===== config.mk =====
export PLATFORM = sky130hd
export DESIGN_NAME = feac_tx
export DESIGN_NICKNAME = d
export VERILOG_FILES = /design/src/rtl/feac_tx_pkg.sv /design/src/rtl/feac_tx_regs.sv /design/src/rtl/feac_tx_seq.sv /design/src/rtl/feac_tx.sv
export SDC_FILE = /design/constraint.sdc
export NUM_CORES = 1
export LEC_CHECK = 0
export BUFFER_PORTS_ARGS = -buffer_cell sky130_fd_sc_hd__buf_2
export CELL_PAD_IN_SITES_DETAIL_PLACEMENT = 0
export CELL_PAD_IN_SITES_GLOBAL_PLACEMENT = 2
export CORE_ASPECT_RATIO = 0.8
export CORE_UTILIZATION = 33
export DETAILED_ROUTE_END_ITERATION = 8
export GPL_TIMING_DRIVEN = 0
export PLACE_DENSITY = 0.9
export SYNTH_ARGS = -nofsm -noshare
export SYNTH_HDL_FRONTEND = slang
export SYNTH_HIERARCHICAL = 1
export SYNTH_SLANG_ARGS = --single-unit

===== constraint.sdc =====
create_clock -name clk -period 5.1 [get_ports clk]
set_clock_uncertainty 0.05 [all_clocks]
set_input_delay 0.51 -clock clk [delete_from_list [all_inputs] [get_ports clk]]
set_output_delay 0.51 -clock clk [all_outputs]
set_load 0.01 [all_outputs]

===== src/rtl/feac_tx_pkg.sv =====
package feac_tx_pkg;

    localparam int CODE_W    = 6;
    localparam int FRAME_LEN = 16;
    localparam int CNT_W     = $clog2(FRAME_LEN);
    localparam int REG_W     = 16;
    localparam int B_LSB     = 8;

    typedef enum logic [1:0] {
        CMD_STOP   = 2'd0,
        CMD_SEND_A = 2'd1,
        CMD_ALT_AB = 2'd2,
        CMD_STOP2  = 2'd3
    } cmd_e;

    typedef struct packed {
        logic [CODE_W-1:0] b;
        logic [CODE_W-1:0] a;
    } codes_t;

    typedef struct packed {
        logic valid;
        cmd_e mode;
    } pend_t;

    typedef enum logic [1:0] {
        ACT_NONE  = 2'd0,
        ACT_SHIFT = 2'd1,
        ACT_LOAD  = 2'd2,
        ACT_IDLE  = 2'd3
    } act_e;

    // Frame laid out in send order, index 0 first: 0, code[0..5], 0, then ones
    function automatic logic [FRAME_LEN-1:0] build_frame(input logic [CODE_W-1:0] code);
        logic [FRAME_LEN-1:0] f;
        f = '1;
        f[0] = 1'b0;
        for (int i = 0; i < CODE_W; i++) begin
            f[i+1] = code[i];
        end
        f[CODE_W+1] = 1'b0;
        return f;
    endfunction

endpackage


===== src/rtl/feac_tx_regs.sv =====
module feac_tx_regs
    import feac_tx_pkg::*;
(
    input  logic             clk,
    input  logic             rst,
    input  logic             code_we,
    input  logic [REG_W-1:0] code_wdata,
    input  logic             cmd_we,
    input  logic [1:0]       cmd_mode,
    input  logic             flag_clr,
    input  logic             take,
    input  logic             idle_rise,
    output codes_t           codes,
    output pend_t            pend,
    output logic             idle_latched
);

    wire unused_bits = ^{code_wdata[REG_W-1:B_LSB+CODE_W], code_wdata[B_LSB-1:CODE_W]};

    always_ff @(posedge clk) begin
        if (rst) begin
            codes <= '0;
        end else if (code_we) begin
            codes.a <= code_wdata[CODE_W-1:0];
            codes.b <= code_wdata[B_LSB+CODE_W-1:B_LSB];
        end
    end

    // A fresh command write overrides a take in the same cycle
    always_ff @(posedge clk) begin
        if (rst) begin
            pend.valid <= 1'b0;
            pend.mode  <= CMD_STOP;
        end else if (cmd_we) begin
            pend.valid <= 1'b1;
            pend.mode  <= cmd_e'(cmd_mode);
        end else if (take) begin
            pend.valid <= 1'b0;
        end
    end

    // Sticky idle flag: forced at reset, set beats clear
    always_ff @(posedge clk) begin
        if (rst) begin
            idle_latched <= 1'b1;
        end else if (idle_rise) begin
            idle_latched <= 1'b1;
        end else if (flag_clr) begin
            idle_latched <= 1'b0;
        end
    end

endmodule


===== src/rtl/feac_tx_seq.sv =====
module feac_tx_seq
    import feac_tx_pkg::*;
#(
    parameter int REPS = 10
) (
    input  logic   clk,
    input  logic   rst,
    input  logic   bit_en,
    input  codes_t codes,
    input  pend_t  pend,
    output logic   take,
    output logic   ser_out,
    output logic   idle_live,
    output logic   idle_rise
);

    localparam int REP_W = $clog2(REPS + 1);

    logic                 busy;
    logic                 on_b;
    logic                 alt;
    logic [CNT_W-1:0]     bit_idx;
    logic [REP_W-1:0]     rep_cnt;
    logic [FRAME_LEN-1:0] frame;

    act_e                 act;
    logic                 n_on_b;
    logic                 n_alt;
    logic [REP_W-1:0]     n_rep;
    logic                 at_edge;
    logic [FRAME_LEN-1:0] load_frame;

    assign at_edge = !busy || (bit_idx == CNT_W'(FRAME_LEN - 1));

    always_comb begin
        act    = ACT_NONE;
        take   = 1'b0;
        n_on_b = on_b;
        n_alt  = alt;
        n_rep  = rep_cnt;
        if (bit_en) begin
            if (!at_edge) begin
                act = ACT_SHIFT;
            end else if (pend.valid) begin
                take = 1'b1;
                if (pend.mode == CMD_SEND_A || pend.mode == CMD_ALT_AB) begin
                    act    = ACT_LOAD;
                    n_on_b = 1'b0;
                    n_alt  = (pend.mode == CMD_ALT_AB);
                    n_rep  = '0;
                end else begin
                    act = ACT_IDLE;
                end
            end else if (busy) begin
                if (rep_cnt != REP_W'(REPS - 1)) begin
                    act   = ACT_LOAD;
                    n_rep = rep_cnt + REP_W'(1);
                end else if (alt && !on_b) begin
                    act    = ACT_LOAD;
                    n_on_b = 1'b1;
                    n_rep  = '0;
                end else begin
                    act = ACT_IDLE;
                end
            end
        end
    end

    assign load_frame = build_frame(n_on_b ? codes.b : codes.a);
    assign idle_rise  = (act == ACT_IDLE) && busy;
    assign idle_live  = !busy;

    always_ff @(posedge clk) begin
        if (rst) begin
            busy    <= 1'b0;
            on_b    <= 1'b0;
            alt     <= 1'b0;
            bit_idx <= '0;
            rep_cnt <= '0;
            frame   <= '1;
            ser_out <= 1'b1;
        end else begin
            unique case (act)
                ACT_LOAD: begin
                    frame   <= load_frame;
                    ser_out <= load_frame[0];
                    bit_idx <= '0;
                    busy    <= 1'b1;
                    on_b    <= n_on_b;
                    alt     <= n_alt;
                    rep_cnt <= n_rep;
                end
                ACT_SHIFT: begin
                    bit_idx <= bit_idx + CNT_W'(1);
                    ser_out <= frame[bit_idx + CNT_W'(1)];
                end
                ACT_IDLE: begin
                    busy    <= 1'b0;
                    bit_idx <= '0;
                    ser_out <= 1'b1;
                end
                default: begin
                end
            endcase
        end
    end

endmodule


===== src/rtl/feac_tx.sv =====
module feac_tx
    import feac_tx_pkg::*;
#(
    parameter int REPS = 10
) (
    input  logic        clk,
    input  logic        rst,
    input  logic        bit_en,
    input  logic        code_we,
    input  logic [15:0] code_wdata,
    input  logic        cmd_we,
    input  logic [1:0]  cmd_mode,
    input  logic        flag_clr,
    output logic [15:0] code_rdata,
    output logic        ser_out,
    output logic        idle_live,
    output logic        idle_latched
);

    codes_t codes;
    pend_t  pend;
    logic   take;
    logic   idle_rise;

    feac_tx_regs regs_i (
        .clk          (clk),
        .rst          (rst),
        .code_we      (code_we),
        .code_wdata   (code_wdata),
        .cmd_we       (cmd_we),
        .cmd_mode     (cmd_mode),
        .flag_clr     (flag_clr),
        .take         (take),
        .idle_rise    (idle_rise),
        .codes        (codes),
        .pend         (pend),
        .idle_latched (idle_latched)
    );

    feac_tx_seq #(.REPS(REPS)) seq_i (
        .clk       (clk),
        .rst       (rst),
        .bit_en    (bit_en),
        .codes     (codes),
        .pend      (pend),
        .take      (take),
        .ser_out   (ser_out),
        .idle_live (idle_live),
        .idle_rise (idle_rise)
    );

    always_comb begin
        code_rdata = '0;
        code_rdata[CODE_W-1:0]             = codes.a;
        code_rdata[B_LSB+CODE_W-1:B_LSB]   = codes.b;
    end

endmodule


-- After elaboration in Yosys (flattened, before gate mapping)
Index checks and enable logic that the tools add are counted.
- register bits after elaboration: 36
- input bits: 24
- output and inout port bits: 19
- word-level logic and storage cells: 69
- $add $sub $neg: 2
- $lt $le $gt $ge: 1
- equality and inequality tests: 8
- mux-type cells: 30
- reductions and logical operators: 16
- operator list (cell ; count):
    2-to-1 mux 4 bit ; 5
    2-to-1 mux 1 bit ; 15
    2-to-1 mux 2 bit ; 5
    adder 4 x 1 -> 4 bit, second input constant ; 2
    case mux 4 bit (2 select lines) ; 1
    nonzero test 2 bit ; 4
    == test 2 bit, second input constant ; 3
    2-to-1 mux 6 bit ; 1
    AND reduction 6 bit ; 1
    nonzero test 3 bit ; 2
    < comparator 4 x 5 -> 1 bit, second input constant ; 1
    AND reduction 5 bit ; 1
    binary-select mux 1 bit (select 4 bit) ; 1
    == test 2 x 1 -> 1 bit, second input constant ; 2
    == test 4 bit, second input constant ; 1
    != test 4 bit, second input constant ; 1
    OR reduction 2 bit ; 2
    case mux 1 bit (3 select lines) ; 1
    logical AND 1 bit ; 2
    logical NOT 1 bit ; 2
    logical OR 1 bit ; 2
    != test 2 x 1 -> 1 bit, second input constant ; 1
    case mux 1 bit (2 select lines) ; 1

-- Longest topological paths before layout
- depth in word-level cells: 11
- gate-level depth with buffers: 9
- mapped depth without buffers: 8

-- By module
Netlist, hierarchy kept.
- modules (own cells, without submodules) (module ; instances ; cells an instance ; area an instance (µm²) ; seq. area each (µm²)):
    feac_tx_seq ; 1 ; 124 ; 1087.3 ; 380.4
    feac_tx_regs ; 1 ; 53 ; 561.8 ; 320.3
    feac_tx ; 1 ; 5 ; 33.8 ; 0.0

-- Worst setup path after synthesis
Ideal clock, no wire load.
- kind: register -> register
- from: register seq_i.rep_cnt[1]
- to: register seq_i.rep_cnt[2]
- setup time: 70 ps
- data arrival time: 1899 ps
- data required time: 4980 ps
- slack: 3081 ps
- cell stages (with the launch flop): 9
- buffers on the path: 1
- period minus slack after synthesis: 2019 ps
- cells stage by stage: dfxtp_1 -> inv_1 -> ha_1 -> nand3b_1 -> a2111oi_2 -> or3_1 -> buf_2 -> or4_1 -> a21oi_1
- word-level cells in the longest chain between the ends: 8
- elaborated cells on any way between the ends: 13
- classes of those cells: add/sub (1); eq/ne (2); mux (8); reduce/logical (2)
- RTL lines (item ; RTL line ; RTL):
    start: declaration ; feac_tx_seq.sv:23 ; logic [REP_W-1:0] rep_cnt;
    start signal: assignment ; feac_tx_seq.sv:91 ; rep_cnt <= n_rep;
    != test 4 bit ; feac_tx_seq.sv:55 ; if (rep_cnt != REP_W'(REPS - 1)) begin
    2-to-1 mux 2 bit ; feac_tx_seq.sv:55 ;
    2-to-1 mux 2 bit ; feac_tx_seq.sv:54 ; end else if (busy) begin
    2-to-1 mux 2 bit ; feac_tx_seq.sv:44 ; end else if (pend.valid) begin
    2-to-1 mux 2 bit ; feac_tx_seq.sv:42 ; if (!at_edge) begin
    2-to-1 mux 2 bit ; feac_tx_seq.sv:41 ; if (bit_en) begin
    == test 2 bit ; feac_tx_seq.sv:83 ; unique case (act)
    AND reduction 6 bit (no source line) ; - ;
Parallel ways exist; a longest one is shown, timed or not. The select of a mux whose other input is x is not followed.
A chain may end at the register's enable or synchronous reset.

-- Final worst setup path
- from: register seq_i.rep_cnt[0]
- to: register seq_i.rep_cnt[0]
The elaborated chain is that of the path after synthesis.

==> summary.md <==
| Metric | Value |
|---|---|
| Netlist area before placement | between 1500 and 2000 µm² |
| Number of nets still failing antenna checks after routing | 0 |
| Detailed-router iteration count before antenna repair | 4 |
| Library cell with the largest summed area after synthesis | sky130_fd_sc_hd__dfxtp_1 |
| Hold-fix buffers at CTS | 0 |
| Layout cell share with drive strength beyond 1 | between 20% and 30% |
| Net total in the final layout | 254 |
| Die X | ~80 µm |
| Placed wire-length estimate | around 2600 µm |
| Static power due to leakage | about 0.0009 µW |
| Top-area cell type share of the netlist area | 41.6% |
| Cell repeated most along the worst path | sky130_fd_sc_hd__buf_2 |
| Worst hold path cell count | 2 |
| Signed area change from the synthesized netlist to the final layout | 21.1% |
| Outcome | complete, no violations |
| Via count | roughly 1300 |
| Worst hold slack after final layout | 0.343 ns |
| Fillers | 481 |
| Total instance count after detailed placement | roughly 280 |
| Slew at the pin closest to its max-slew limit | between 0.6 and 0.7 ns |
| Worst Setup Slack, final | between 2 and 3 ns |
| Core area | 4730 µm² |
| Dominant synthesized flop cell | sky130_fd_sc_hd__dfxtp_1 |
| Asr flop ratio synth | 0% |
| TritonCTS clock tree | done |
| Yosys reg bits | 35 |
| Wire length of the first global-routing pass | ~6000 µm |
| Area of the multi-input gates | around 900 µm² |
| Count of flip-flops with a built-in enable after synthesis | 0 |
| Nature of the critical path startpoint | register |
| Crit path buffers/inverters | 2 |
| GR Overflow Total | 0 |
| Routing usage on met1 | 21.2% |
| Number of gates resized after cts | 0 |
| CP delay by family, top | compound AO/OA/AOI/OAI gates |
| Height of the die | between 60 and 70 µm |
| Worst voltage drop across the vdd grid | about 0.14 mV |
| Count of unresolved DRC violations after routing | 0 |
| Starting utilization of the core area | 35.5% |
| Final core utilization | 43.0% |
| Fmax achieved | about 450 MHz |
| Latest clock arrival within the worst-skew pair | a little under 0.3 ns |
| Number of placed I/O pins | 43 |
| Max stage delay cell, worst path | sky130_fd_sc_hd__a2111oi_2 |
| Count of yosys warnings during synthesis | 6 |
| Share of synthesized area occupied by flip-flops and latches | 41.6% |
| Post-synthesis area per instance | between 9 and 10 µm² |
| PwrDens | 290 nW/µm² |
| Storage element area | roughly 700 µm² |
| Data arrival, critical path | around 2.4 ns |
| Worst-path clk slew | approximately 0.080 ns |
| Count of cell instances traversed by the critical path | 8 |
| Yosys cell types | 40 |
| Leading post-synthesis cells by instance count | sky130_fd_sc_hd__dfxtp_1 (35), sky130_fd_sc_hd__nor2_1 (30), sky130_fd_sc_hd__mux2i_1 (25) |
| Met3 usage | under 10% |
| FP Rows | 22 |
| Pre-CTS setup slack | 2.88 ns |
| DIE AREA | between 5000 and 6000 µm² |
| Final antenna diode count | 0 |
| Most instantiated library cell after synthesis | sky130_fd_sc_hd__dfxtp_1 |
| Number of buffers inserted by port buffering | 34 |
| Share of the clock period used by the worst path | ~44% |
| Delay of the slowest cell on the worst path | roughly 0.5 ns |
| Root Buffer Master | sky130_fd_sc_hd__clkbuf_8 |
| Series of cell instances along the critical path | ha_1, nand3b_1, a2111oi_2, or3_1, buf_2, buf_2, nand2_1, a21oi_1 |
| Clock period minus final worst setup slack | approximately 2.2 ns |
| Max Cap Viol | 0 |
| CTS Buffer Depth | 2 |
| Critical-path maximum fanout | 10 |
| Antenna violations before repair | 0 |
| Routed length per placed instance | roughly 12 µm |
| Met2 global-route usage | 19.8% |
| Via count of the first global-routing pass | approximately 1200 |
| Final Hold Fails | 0 |
| Final setup fails | 0 |
| Cell types with the largest area share after synthesis | sky130_fd_sc_hd__dfxtp_1 (42%), sky130_fd_sc_hd__mux2i_1 (15%), sky130_fd_sc_hd__nor2_1 (6.7%) |
| Hold crit path type | input pin to register |
| Maximum number of pins on one net before global-route repair | 13 |
| Global routing's busiest layer | met1 |
| Worst R2R Setup Slack | around 2.9 ns |
| Overall fraction of global-route tracks in use | ~15% |
| Post-CTS setup-driven buffer insertion count | 0 |
| Global placement routability congestion | 0.731 |
| Setup Crit Path Kind | register to register |
| Depth of the most critical reg-to-reg path | 8 |
| Number of standard cells after synthesis | about 180 |
| CP Capture Type | register |
| Final-report max-slew violation count | 0 |
| Number of H-tree branching levels | 2 |
| Final-layout setup total negative slack | 0 ns |
| Unrepaired setup endpoints after global routing | false |
| Overall routed net length | roughly 3500 µm |
| Required arrival time at the worst endpoint | between 5 and 6 ns |
| Number of cells in the finished layout apart from fillers | ~290 |
| DR iter-0 viols | 75 |
| Total clock buffers created by CTS | 5 |
| Via count normalized by instance count | between 4 and 5 |
| Clock sinks | 35 |
| Worst slew margin relative to its limit | a little under three fifths |
[worst paths after layout]
path | startpoint | endpoint
min | flag_clr | regs_i/idle_latched
max | seq_i/rep_cnt[0] | seq_i/rep_cnt[0]
max reg2reg | seq_i/rep_cnt[0] | seq_i/rep_cnt[0]
min reg2reg | seq_i/frame[0] | seq_i/frame[0]
[routing by layer]
| layer | part of all wire (%) | routed length, µm | vias up |
|---|---|---|---|
| li1 | - | - | 718 |
| met1 | 52 | 1850 | 587 |
| met2 | 40 | 1410 | 38 |
| met3 | 6.9 | 244 | 5 |
| met4 | 1.0 | 36 | 0 |
| met5 | 0 | 0 | - |
[worst register-to-register path, delay by kind of cell, from the launching register on]
| kind | cells | cell delay (ns) |
|---|---|---|
| simple gates | 3 | 0.46 |
| flops | 1 | 0.41 |
| fa+ha+maj | 1 | 0.18 |
| buf+inv | 2 | 0.43 |
| compound gates | 2 | 0.62 |
[flip-flops by register name, indices dropped and copies added (netlist names)]
signal,flops
regs_i/codes,12
seq_i/frame,7
seq_i/bit_idx,4
seq_i/rep_cnt,4
regs_i/pend,3
regs_i/idle_latched,1
seq_i/alt,1
seq_i/busy,1
seq_i/on_b,1
seq_i/ser_out,1
[cells by family after synthesis]
kind of cell,share of synthesized area (%)
DFF,41.6
xor gates and xnor gates,2.60
other,0.223
adders and majority gates,2.97
muxes,16.2
and+or+nand+nor,18.4
AOI/OAI and AO/OA,11.6
buffers and inverters,6.39
[report_power, final]
part | internal (µW) | total, µW | switching [µW] | leakage [µW]
Clock | 110 | 218 | 107 | 0.0000474
Combinational | 35.1 | 76.7 | 41.6 | 0.000562
Sequential | 287 | 296 | 9.09 | 0.000287
Total | 432 | 590 | 158 | 0.000897
[metrics by stage]
step | area [µm²] | power (µW)
final | 2040 | 590
after global routing | 2040 | 627
after CTS | 2040 | 600
after detailed placement | 1940 | 379
after global placement | 1940 | 379
after floorplan | 1690 | 352
[final cells by class]
| cell class | count | share of cell area [%] |
|---|---|---|
| Buffer | 12 | 3.62 |
| Clock buffer | 6 | 4.05 |
| Clock inverter | 2 | 0.798 |
| Inverter | 9 | 1.66 |
| Multi-Input combinational cell | 129 | 43.5 |
| Sequential cell | 35 | 34.4 |
| Tap cell | 60 | 3.68 |
| Timing Repair Buffer | 34 | 8.35 |
[cells in the final DEF, fill, tap and decap left out, drive strengths merged, types with 2 or more instances in the layout]
master | synthesis | routed
xor2 | 4 | 4
a22oi | 6 | 6
conb | 1 | 4
o211ai | 3 | 3
mux2i | 25 | 25
nor2 | 30 | 30
clkbuf | 3 | 9
nand2 | 10 | 10
or3 | 3 | 3
dfxtp | 35 | 35
a21oi | 7 | 7
o21ai | 8 | 8
nand2b | 2 | 2
or4 | 2 | 2
ha | 4 | 4
buf | 9 | 43
and3 | 3 | 3
nor3 | 3 | 3
inv | 9 | 9
nand3 | 2 | 2
No activity file was read; power rests on OpenSTA's default activity.
